[config.mk]
export PLATFORM = sky130hd
export DESIGN_NAME = pulse_frame_reader
export DESIGN_NICKNAME = d
export VERILOG_FILES = /design/src/rtl/pfr_pkg.sv /design/src/rtl/pfr_pin_sync.sv /design/src/rtl/pfr_shifter.sv /design/src/rtl/pfr_sync_ctrl.sv /design/src/rtl/pulse_frame_reader.sv
export SDC_FILE = /design/constraint.sdc
export NUM_CORES = 1
export LEC_CHECK = 0
export ABC_CLOCK_PERIOD_IN_PS = 2800
export BUFFER_PORTS_ARGS = -buffer_cell sky130_fd_sc_hd__buf_2
export CORE_ASPECT_RATIO = 1.4
export CORE_UTILIZATION = 40
export DETAILED_ROUTE_END_ITERATION = 6
export PLACE_DENSITY_LB_ADDON = 0.12
export SLEW_MARGIN = 15
export SYNTH_ARGS = -nofsm -noshare
export SYNTH_HDL_FRONTEND = slang
export SYNTH_HIERARCHICAL = 1
export SYNTH_SLANG_ARGS = --single-unit
[constraint.sdc]
create_clock -name clk_i -period 2.8 [get_ports clk_i]
set_input_delay 0.42 -clock clk_i [delete_from_list [all_inputs] [get_ports clk_i]]
set_output_delay 0.42 -clock clk_i [all_outputs]
set_load 0.02 [all_outputs]
[src/rtl/pfr_pkg.sv]
package pfr_pkg;
  typedef enum logic [2:0] {
    ST_IDLE_HI,
    ST_WAIT_LO,
    ST_WAIT_RISE,
    ST_SETTLE,
    ST_READ,
    ST_SYNC
  } rd_state_e;
endpackage

[src/rtl/pfr_pin_sync.sv]
module pfr_pin_sync #(
  parameter int STAGES = 2
) (
  input  logic clk_i,
  input  logic rst_ni,
  input  logic pin_i,
  output logic pin_s_o,
  output logic fall_o
);
  logic [STAGES-1:0] chain_q;
  logic              last_q;

  // pin idles high when the converter is in ready mode
  always_ff @(posedge clk_i or negedge rst_ni) begin
    if (!rst_ni) begin
      chain_q <= '1;
      last_q  <= 1'b1;
    end else begin
      chain_q <= {chain_q[STAGES-2:0], pin_i};
      last_q  <= chain_q[STAGES-1];
    end
  end

  assign pin_s_o = chain_q[STAGES-1];
  assign fall_o  = last_q & ~chain_q[STAGES-1];
endmodule

[src/rtl/pfr_shifter.sv]
module pfr_shifter #(
  parameter int DATA_W   = 24,
  parameter int HALF_CYC = 4
) (
  input  logic              clk_i,
  input  logic              rst_ni,
  input  logic              start_i,
  input  logic              pin_s_i,
  output logic              sclk_o,
  output logic              done_o,
  output logic [DATA_W-1:0] word_o
);
  localparam int PH_W  = (HALF_CYC > 1) ? $clog2(HALF_CYC) : 1;
  localparam int BIT_W = $clog2(DATA_W);

  logic              active_q;
  logic [PH_W-1:0]   ph_q;
  logic [BIT_W-1:0]  bit_q;
  logic [DATA_W-1:0] sh_q;
  logic [DATA_W-1:0] sh_next;
  logic              ph_end;

  assign ph_end  = (ph_q == PH_W'(HALF_CYC - 1));
  assign sh_next = {sh_q[DATA_W-2:0], pin_s_i};

  always_ff @(posedge clk_i or negedge rst_ni) begin
    if (!rst_ni) begin
      active_q <= 1'b0;
      ph_q     <= '0;
      bit_q    <= '0;
      sh_q     <= '0;
      sclk_o   <= 1'b0;
      done_o   <= 1'b0;
      word_o   <= '0;
    end else begin
      done_o <= 1'b0;
      if (start_i && !active_q) begin
        active_q <= 1'b1;
        ph_q     <= '0;
        bit_q    <= '0;
        sclk_o   <= 1'b1;
      end else if (active_q) begin
        if (!ph_end) begin
          ph_q <= ph_q + 1'b1;
        end else begin
          ph_q <= '0;
          if (sclk_o) begin
            // capture at the end of the high phase, then drop the clock
            sclk_o <= 1'b0;
            sh_q   <= sh_next;
            if (bit_q == BIT_W'(DATA_W - 1)) begin
              active_q <= 1'b0;
              done_o   <= 1'b1;
              word_o   <= sh_next;
            end else begin
              bit_q <= bit_q + 1'b1;
            end
          end else begin
            sclk_o <= 1'b1;
          end
        end
      end
    end
  end
endmodule

[src/rtl/pfr_sync_ctrl.sv]
module pfr_sync_ctrl #(
  parameter int FRAME_W    = 8,
  parameter int FRAME_CYC  = 64,
  parameter int MIN_FRAMES = 5
) (
  input  logic               clk_i,
  input  logic               rst_ni,
  input  logic               en_i,
  input  logic               fall_i,
  input  logic [FRAME_W-1:0] frames_i,
  output logic               done_o
);
  localparam int TMO_W = $clog2(FRAME_CYC);

  logic [FRAME_W-1:0] cnt_q;
  logic [TMO_W-1:0]   tmo_q;
  logic [FRAME_W-1:0] target;
  logic               tick;

  assign target = (frames_i < FRAME_W'(MIN_FRAMES)) ? FRAME_W'(MIN_FRAMES) : frames_i;
  // a missing pulse still ends a frame: the converter stops pulsing once parked
  assign tick   = fall_i || (tmo_q == TMO_W'(FRAME_CYC - 1));

  always_ff @(posedge clk_i or negedge rst_ni) begin
    if (!rst_ni) begin
      cnt_q <= '0;
      tmo_q <= '0;
    end else if (!en_i) begin
      cnt_q <= '0;
      tmo_q <= '0;
    end else if (tick) begin
      tmo_q <= '0;
      if (cnt_q != target) cnt_q <= cnt_q + 1'b1;
    end else begin
      tmo_q <= tmo_q + 1'b1;
    end
  end

  assign done_o = en_i && (cnt_q == target);
endmodule

[src/rtl/pulse_frame_reader.sv]
module pulse_frame_reader
  import pfr_pkg::*;
#(
  parameter int DATA_W     = 24,
  parameter int HALF_CYC   = 4,
  parameter int SETTLE_CYC = 12,
  parameter int FRAME_W    = 8,
  parameter int FRAME_CYC  = 64,
  parameter int MIN_FRAMES = 5
) (
  input  logic               clk_i,
  input  logic               rst_ni,
  input  logic               pin_i,
  input  logic               sync_req_i,
  input  logic [FRAME_W-1:0] sync_frames_i,
  output logic               sclk_o,
  output logic [DATA_W-1:0]  word_o,
  output logic               valid_o,
  output logic               busy_o
);
  localparam int SET_W = $clog2(SETTLE_CYC + 1);

  rd_state_e       state_q;
  logic [SET_W-1:0] set_q;
  logic            pin_s;
  logic            pin_fall;
  logic            start;
  logic            sh_sclk;
  logic            sh_done;
  logic            sync_done;
  logic            in_sync;
  logic            accept_sync;

  pfr_pin_sync #(.STAGES(2)) u_pin (
    .clk_i  (clk_i),
    .rst_ni (rst_ni),
    .pin_i  (pin_i),
    .pin_s_o(pin_s),
    .fall_o (pin_fall)
  );

  pfr_shifter #(.DATA_W(DATA_W), .HALF_CYC(HALF_CYC)) u_shift (
    .clk_i  (clk_i),
    .rst_ni (rst_ni),
    .start_i(start),
    .pin_s_i(pin_s),
    .sclk_o (sh_sclk),
    .done_o (sh_done),
    .word_o (word_o)
  );

  pfr_sync_ctrl #(.FRAME_W(FRAME_W), .FRAME_CYC(FRAME_CYC), .MIN_FRAMES(MIN_FRAMES)) u_sync (
    .clk_i   (clk_i),
    .rst_ni  (rst_ni),
    .en_i    (in_sync),
    .fall_i  (pin_fall),
    .frames_i(sync_frames_i),
    .done_o  (sync_done)
  );

  assign in_sync     = (state_q == ST_SYNC);
  assign start       = (state_q == ST_SETTLE) && (set_q == SET_W'(SETTLE_CYC - 1));
  assign accept_sync = sync_req_i &&
                       (state_q inside {ST_IDLE_HI, ST_WAIT_LO, ST_WAIT_RISE});

  always_ff @(posedge clk_i or negedge rst_ni) begin
    if (!rst_ni) begin
      state_q <= ST_IDLE_HI;
      set_q   <= '0;
    end else begin
      unique case (state_q)
        ST_IDLE_HI:   if (accept_sync) state_q <= ST_SYNC;
                      else if (pin_s) state_q <= ST_WAIT_LO;
        ST_WAIT_LO:   if (accept_sync) state_q <= ST_SYNC;
                      else if (!pin_s) state_q <= ST_WAIT_RISE;
        ST_WAIT_RISE: if (accept_sync) state_q <= ST_SYNC;
                      else if (pin_s) begin
                        state_q <= ST_SETTLE;
                        set_q   <= '0;
                      end
        // pin level is ignored here: a set MSB keeps it high after the pulse
        ST_SETTLE:    if (start) state_q <= ST_READ;
                      else set_q <= set_q + 1'b1;
        ST_READ:      if (sh_done) state_q <= ST_IDLE_HI;
        ST_SYNC:      if (sync_done) state_q <= ST_IDLE_HI;
        default:      state_q <= ST_IDLE_HI;
      endcase
    end
  end

  assign sclk_o  = sh_sclk | in_sync;
  assign valid_o = sh_done;
  assign busy_o  = state_q inside {ST_SETTLE, ST_READ, ST_SYNC};
endmodule

==> key figures, run 1 <==
Outcome
  – Run status: finished clean

Routing
  – Post-Route WL: 7028 um
  – WL per Instance: between 10 and 15 um
  – Antenna-violating nets left: 0
  – Number of iterations in the first detailed-routing pass: 4
  – Initial DRC count: 162
  – Vias: 2580
  – Routed vias/inst: 5.233
  – Drt drc: 0

STA
  – Final Hold Viols: 0
  – Setup tns final: 0 ns
  – Final setup viols: 0
  – Least-Margin Pin Slew: roughly 0.49 ns
  – Final setup margin: between 0.5 and 0.6 ns
  – Fin crit period: 2.232 ns
  – Fmax: 448.0 MHz
  – Final period util: 0.7972
  – RSZ-0062 raised after global routing: false
  – Max-slew violation count: 0
  – Slew HR: 0.6764
  – Setup Skew: just under 0.005 ns

Die
  – Die W: 83.44 um
  – Initial Utilization: 0.4113
  – Core area: approximately 0.0090 mm^2
  – Chip height: 116.0 um
  – Full die area: 0.009679 mm^2
  – Cell Rows: 41
  – # IOs: 39

Clock tree
  – Post-CTS Repair Setup Buffers: 0
  – CTS root buffer: clkbuf_16
  – Number of buffers created by CTS: 9
  – CTS tree: done
  – Clock transition at path regs: 0.06 ns
  – Clk buf depth: 2
  – H-tree levels: 3
  – Worst-skew pair later-pin latency: 0.33 ns
  – Clk sinks: 81
  – # resized after CTS: 0
  – Hold buffer count at cts: 0

GRT
  – First-pass GRT wire length: 12270 um
  – Pin count of the biggest net entering global routing: 51
  – Total grt overflow: 0
  – Total GRT Usage: 0.1621
  – Vias in the first global route: 2626
  – Initial antenna violation count: 0

Finish
  – Synthesis-to-finish area growth: 16.07%
  – Ant diodes: 0
  – Fillers: roughly 860
  – Layout cells sized above 1: 0.2539
  – Layout Nets: 398

Logic synthesis
  – Yosys warns: 6
  – Synth Area per Inst: 10.99 um^2
  – Distinct cell type count after synthesis: 62
  – Most used DFF post-synth: dfrtp_1
  – Post-synth ARST share: 1.000
  – Register bit total from synthesis: 81
  – Sequential area share after synthesis: 0.5468
  – Synth area leader: dfrtp_1
  – Mapped Cells: ~340
  – Synth area leaders: dfrtp_1 (53%), nand2_1 (8.0%), mux2_2 (7.0%), dfstp_2 (2.1%), nand3b_1 (1.8%)
  – Syn_nets: around 360
  – Cell Area, Synth: 0.003714 mm^2
  – Number of synthesized flops with an enable pin: 0
  – Share of the synthesized area in the top cell type: 0.5256

Power
  – Max VDD drop: 0.4343 mV
  – P_leak: 2.232 nW
  – PnR Total Power: 2.904 mW
  – PwrDens: 673.7 mW/mm^2

Worst setup path
  – Worst reg2reg path depth: 7
  – Startpoint types: register
  – Crit path DAT: 1.81 ns
  – Crit Path Max Fanout: 13
  – Flop2flop setup slack: 0.62 ns
  – Kind of critical path: register to primary output
  – Crit end category: primary output
  – Worst path required time: ~2.4 ns

Place
  – Post-place setup slack: 0.2289 ns
  – Hpwl dp: 4651 um
  – Final GP Congestion: roughly 0.75
  – PortBufs: 38

Job
  – Max-cap violations: 0

Hold path
  – Hold Crit Class: input port to asynchronous set/reset pin
[worst max-delay path: stages (launching register included)]
cell     delay [ns]
dfrtp_1        0.45
nor2b_2        0.20
and2_1         0.24
buf_4          0.21
or2_1          0.23
buf_2          0.16
[synth_stat cells, types with 3 or more instances]
| master | number |
|---|---|
| a211o_1 | 4 |
| and3_1 | 5 |
| ha_1 | 5 |
| o211ai_1 | 8 |
| buf_2 | 5 |
| nand2_1 | 79 |
| nor3_1 | 3 |
| dfstp_2 | 3 |
| mux2_2 | 23 |
| a21oi_1 | 6 |
| dfrtp_1 | 78 |
| nand3b_1 | 9 |
| nand3_1 | 8 |
| buf_6 | 3 |
| nand2b_1 | 5 |
| nor4_1 | 3 |
| nand4_1 | 3 |
| clkbuf_1 | 3 |
| nor2_1 | 12 |
| xnor2_1 | 5 |
| o21ai_0 | 12 |
| xor2_1 | 6 |
[per-layer routing]
layer | vias up | global-route usage | part of all wire
met5 | - | 0 | 0
met4 | 0 | 0.08362 | 0.024
met3 | 13 | 0.03561 | 0.035
met2 | 44 | 0.2721 | 0.47
met1 | 1243 | 0.1980 | 0.47
li1 | 1280 | - | -
[area by class of cell]
type	instances	area, um^2	area share
inverter	3	11.26	0.002612
sequential	81	2031	0.4711
timing repair buffer	45	257.7	0.05980
clock buffer	13	250.2	0.05806
clock inverter	3	40.04	0.009289
tap	107	133.9	0.03106
multi-input combinational	241	1587	0.3681
[power by group]
| part | switching, mW | internal, mW |
|---|---|---|
| Sequential | 0.0993 | 1.24 |
| Combinational | 0.247 | 0.177 |
| Clock | 0.432 | 0.712 |
| Total | 0.778 | 2.13 |
[placed cells by master (no fill, tap or decap), drive strengths merged, types with 3 or more instances in the layout]
master   n
nand4    3
nand3    9
dfstp    3
a22o     3
and3     5
nor4     3
o211ai   8
nand2   79
nor2    13
mux2    24
a211o    4
ha       5
dfrtp   78
or4      3
o21ai   13
nand2b   5
a21oi    6
xor2     6
nor3     3
or2      4
clkbuf  13
buf     45
nand3b   9
xnor2    5
inv      3
[flip-flops by register name, indices dropped and copies added, names as in the netlist]
signal	flops
u_shift/word_o	24
u_shift/sh_q	23
u_sync/cnt_q	8
u_sync/tmo_q	6
u_shift/bit_q	5
set_q	4
state_q	3
u_pin/chain_q	2
u_shift/ph_q	2
u_pin/last_q	1
u_shift/active_q	1
u_shift/done_o	1
u_shift/sclk_o	1
[cells by family after synthesis]
family	share of synthesized area
flip-flops	0.5468
AND/OR/NAND/NOR	0.2133
adder cells (fa/ha/maj)	0.01685
AO/OA/AOI/OAI	0.09300
buffers and inverters	0.02594
XOR/XNOR	0.02594
multiplexers	0.07817
[stage by stage]
stage | instances | hold slack [ns] | utilization | instance area, um^2
global route | 493 | 0.05860 | 0.4774 | 4310
global placement | 477 | 0.3502 | 0.4453 | 4020
CTS | 493 | 0.03147 | 0.4774 | 4310
floorplan | 338 | 0.1244 | - | 3714
finish | 493 | 0.01984 | 0.4774 | 4310
detailed placement | 477 | 0.3509 | 0.4453 | 4020
[path summary, 6_finish.rpt]
check	from	to
max	state_q[2]$_DFFE_PN0P_	sclk_o
min	rst_ni	u_sync/tmo_q[5]$_DFF_PN0_
max reg2reg	state_q[2]$_DFFE_PN0P_	u_sync/cnt_q[5]$_DFFE_PN0P_
min reg2reg	u_pin/chain_q[0]$_DFF_PN1_	u_pin/chain_q[1]$_DFF_PN1_
max in group asynchronous	rst_ni	state_q[1]$_DFFE_PN0P_
min in group clk_i	pin_i	u_pin/chain_q[0]$_DFF_PN1_
(Power assumes the default switching activity.)
==> run 2: changes to the inputs <==
- ABC_CLOCK_PERIOD_IN_PS: 2800 -> 2300
- clock period: 2.8 -> 2.3 ns (I/O delays scaled with it)
==> run 2 against run 1 <==
  * Core utilization up 1.5 points
  * Non-clock buffer count up 11
  * Wire length up 4.3%
  * Critical path type is now input port to register
  * Critical endpoint is now u_sync/cnt_q[6]$_DFFE_PN0P_
  * Largest power group unchanged
==> key figures, run 2 (synthesis results as in run 1) <==
Die
  – Cell Rows: 41
  – Core area: 0.009029 mm^2
  – Chip height: 116.0 um
  – Initial Utilization: 0.4113
  – Die W: 83.44 um
  – Full die area: 0.009679 mm^2
  – # IOs: 39

Place
  – Final GP Congestion: 0.8083
  – Dpl cells: 487
  – PortBufs: 38
  – Hpwl dp: about 4900 um
  – Placed cell areas: between 0.004 and 0.005 mm^2

Finish
  – Synthesis-to-finish area growth: 19.78%
  – Commonest non-fill, non-tap cell in the layout: nand2_1
  – Ant diodes: 0
  – Reg with most FFs: u_shift/word_o
  – Design area: 0.004448 mm^2
  – Final core utilization: 0.4927
  – Final std cells w/o fill: 504
  – Layout Nets: 409
  – Layout cells sized above 1: 0.2796
  – Most frequent cells in the layout: nand2_1 (79), dfrtp_1 (78), buf_2 (37)
  – Largest register FFs: 24
  – Largest regs: u_shift/word_o x24, u_shift/sh_q x23, u_sync/cnt_q x8

Clock tree
  – CTS tree: done
  – Clock transition at path regs: approximately 0.06 ns
  – Worst-skew pair later-pin latency: 0.33 ns
  – H-tree levels: 3
  – Clk buf depth: 2
  – Number of buffers created by CTS: 9
  – Clk sinks: 81
  – CTS root buffer: clkbuf_16

Routing
  – Post-Route WL: ~7300 um
  – Vias: around 2700
  – Drt drc: 0
  – Antenna-violating nets left: 0
  – Initial DRC count: around 140
  – Routed vias/inst: 5.300
  – WL per Instance: between 10 and 15 um
  – Number of iterations in the first detailed-routing pass: 4

GRT
  – Pin count of the biggest net entering global routing: 47
  – Vias in the first global route: ~2600
  – Total grt overflow: 0
  – First-pass GRT wire length: around 13000 um
  – Total GRT Usage: 0.1678
  – Initial antenna violation count: 0

STA
  – Least-Margin Pin Slew: approximately 0.48 ns
  – Fin crit period: roughly 2.1 ns
  – RSZ-0062 raised after global routing: false
  – Hold slack: 0.1077 ns
  – Setup tns final: 0 ns
  – Final Hold Viols: 0
  – Max-slew violation count: 0
  – Slew HR: 0.6829
  – Final period util: 0.9040
  – Final setup viols: 0
  – Setup Skew: approximately 0.0047 ns
  – Fmax: 480.9 MHz

Worst setup path
  – Worst path required time: between 2 and 3 ns
  – Kind of critical path: input port to register
  – Crit Path Max Fanout: 8
  – Crit end category: register
  – Startpoint types: input port
  – Crit path DAT: 2.30 ns

Power
  – Logic gate share of total power: 0.168
  – Seq pwr share: 0.418
  – Internal Power: roughly 2.8 mW
  – Max VDD drop: around 0.61 mV
  – Net switching power: 0.9823 mW
  – P_leak: around 2.3 nW
  – PwrDens: between 800 and 900 mW/mm^2
  – Clk network pwr share: 0.414
  – Sw Ratio: 0.2615

Hold path
  – Hold Crit Class: input port to register

Job
  – Max-cap violations: 0

Outcome
  – Run status: finished clean
-- run 2: what timing repair did --
item | CTS | global route
setup endpoints to repair | 0 | 6
resized for setup | 0 | 1
hold buffers | 1 | 0
hold endpoints to repair | 32 | 0
buffers inserted | 0 | 0
-- run 2: power by group through the flow --
stage          registers, mW  logic [mW]  clock network, mW
3_5_place_dp            1.60       0.630                  0
2_1_floorplan           1.59       0.403                  0
5_1_grt                 1.58       0.707               1.66
3_3_place_gp            1.59       0.627                  0
4_1_cts                 1.57       0.638               1.60
6_report                1.57       0.631               1.55
-- run 2: per-stage QoR --
stage,worst slack (ns),power (mW)
floorplan,0.05418,1.993
global placement,-0.1573,2.221
detailed placement,-0.2164,2.226
CTS,0.1308,3.805
global route,0.1370,3.947
finish,0.2208,3.757
-- run 2: per-layer routing --
| layer | GRT usage | wire length (um) |
|---|---|---|
| met5 | 0 | 0 |
| met4 | 0.07684 | 102 |
| met3 | 0.04060 | 229 |
| met2 | 0.2743 | 3646 |
| met1 | 0.2128 | 3349 |
-- run 2: final cells by class --
type	count	area, um^2
multi-input cells	241	1587
inverters	3	11.26
repair buffers	56	355.3
flip-flops and latches	81	2031
clock buffers	11	252.7
well taps	107	133.9
clock inverters	5	77.57
fillers	831	4581
-- run 2: path summary, 6_finish.rpt --
kind,to,cells past startpoint,slack (ns),startpoint
hold / removal,u_pin/chain_q[0]$_DFF_PN1_,1,0.11,pin_i
max in group asynchronous,u_sync/cnt_q[0]$_DFFE_PN0P_,3,1.16,rst_ni
setup / recovery,u_sync/cnt_q[6]$_DFFE_PN0P_,7,0.22,sync_frames_i[6]
hold reg to reg,u_pin/chain_q[1]$_DFF_PN1_,0,0.36,u_pin/chain_q[0]$_DFF_PN1_
min in group asynchronous,u_sync/tmo_q[5]$_DFF_PN0_,2,0.51,rst_ni
setup reg to reg,u_sync/cnt_q[6]$_DFFE_PN0P_,6,0.33,u_sync/cnt_q[1]$_DFFE_PN0P_
-- run 2: critical path: stages --
cell	delay [ns]
buf_2	0.10
or4_4	0.56
or4_1	0.41
nand4_1	0.12
a31oi_2	0.06
or2_1	0.36
a211o_1	0.33
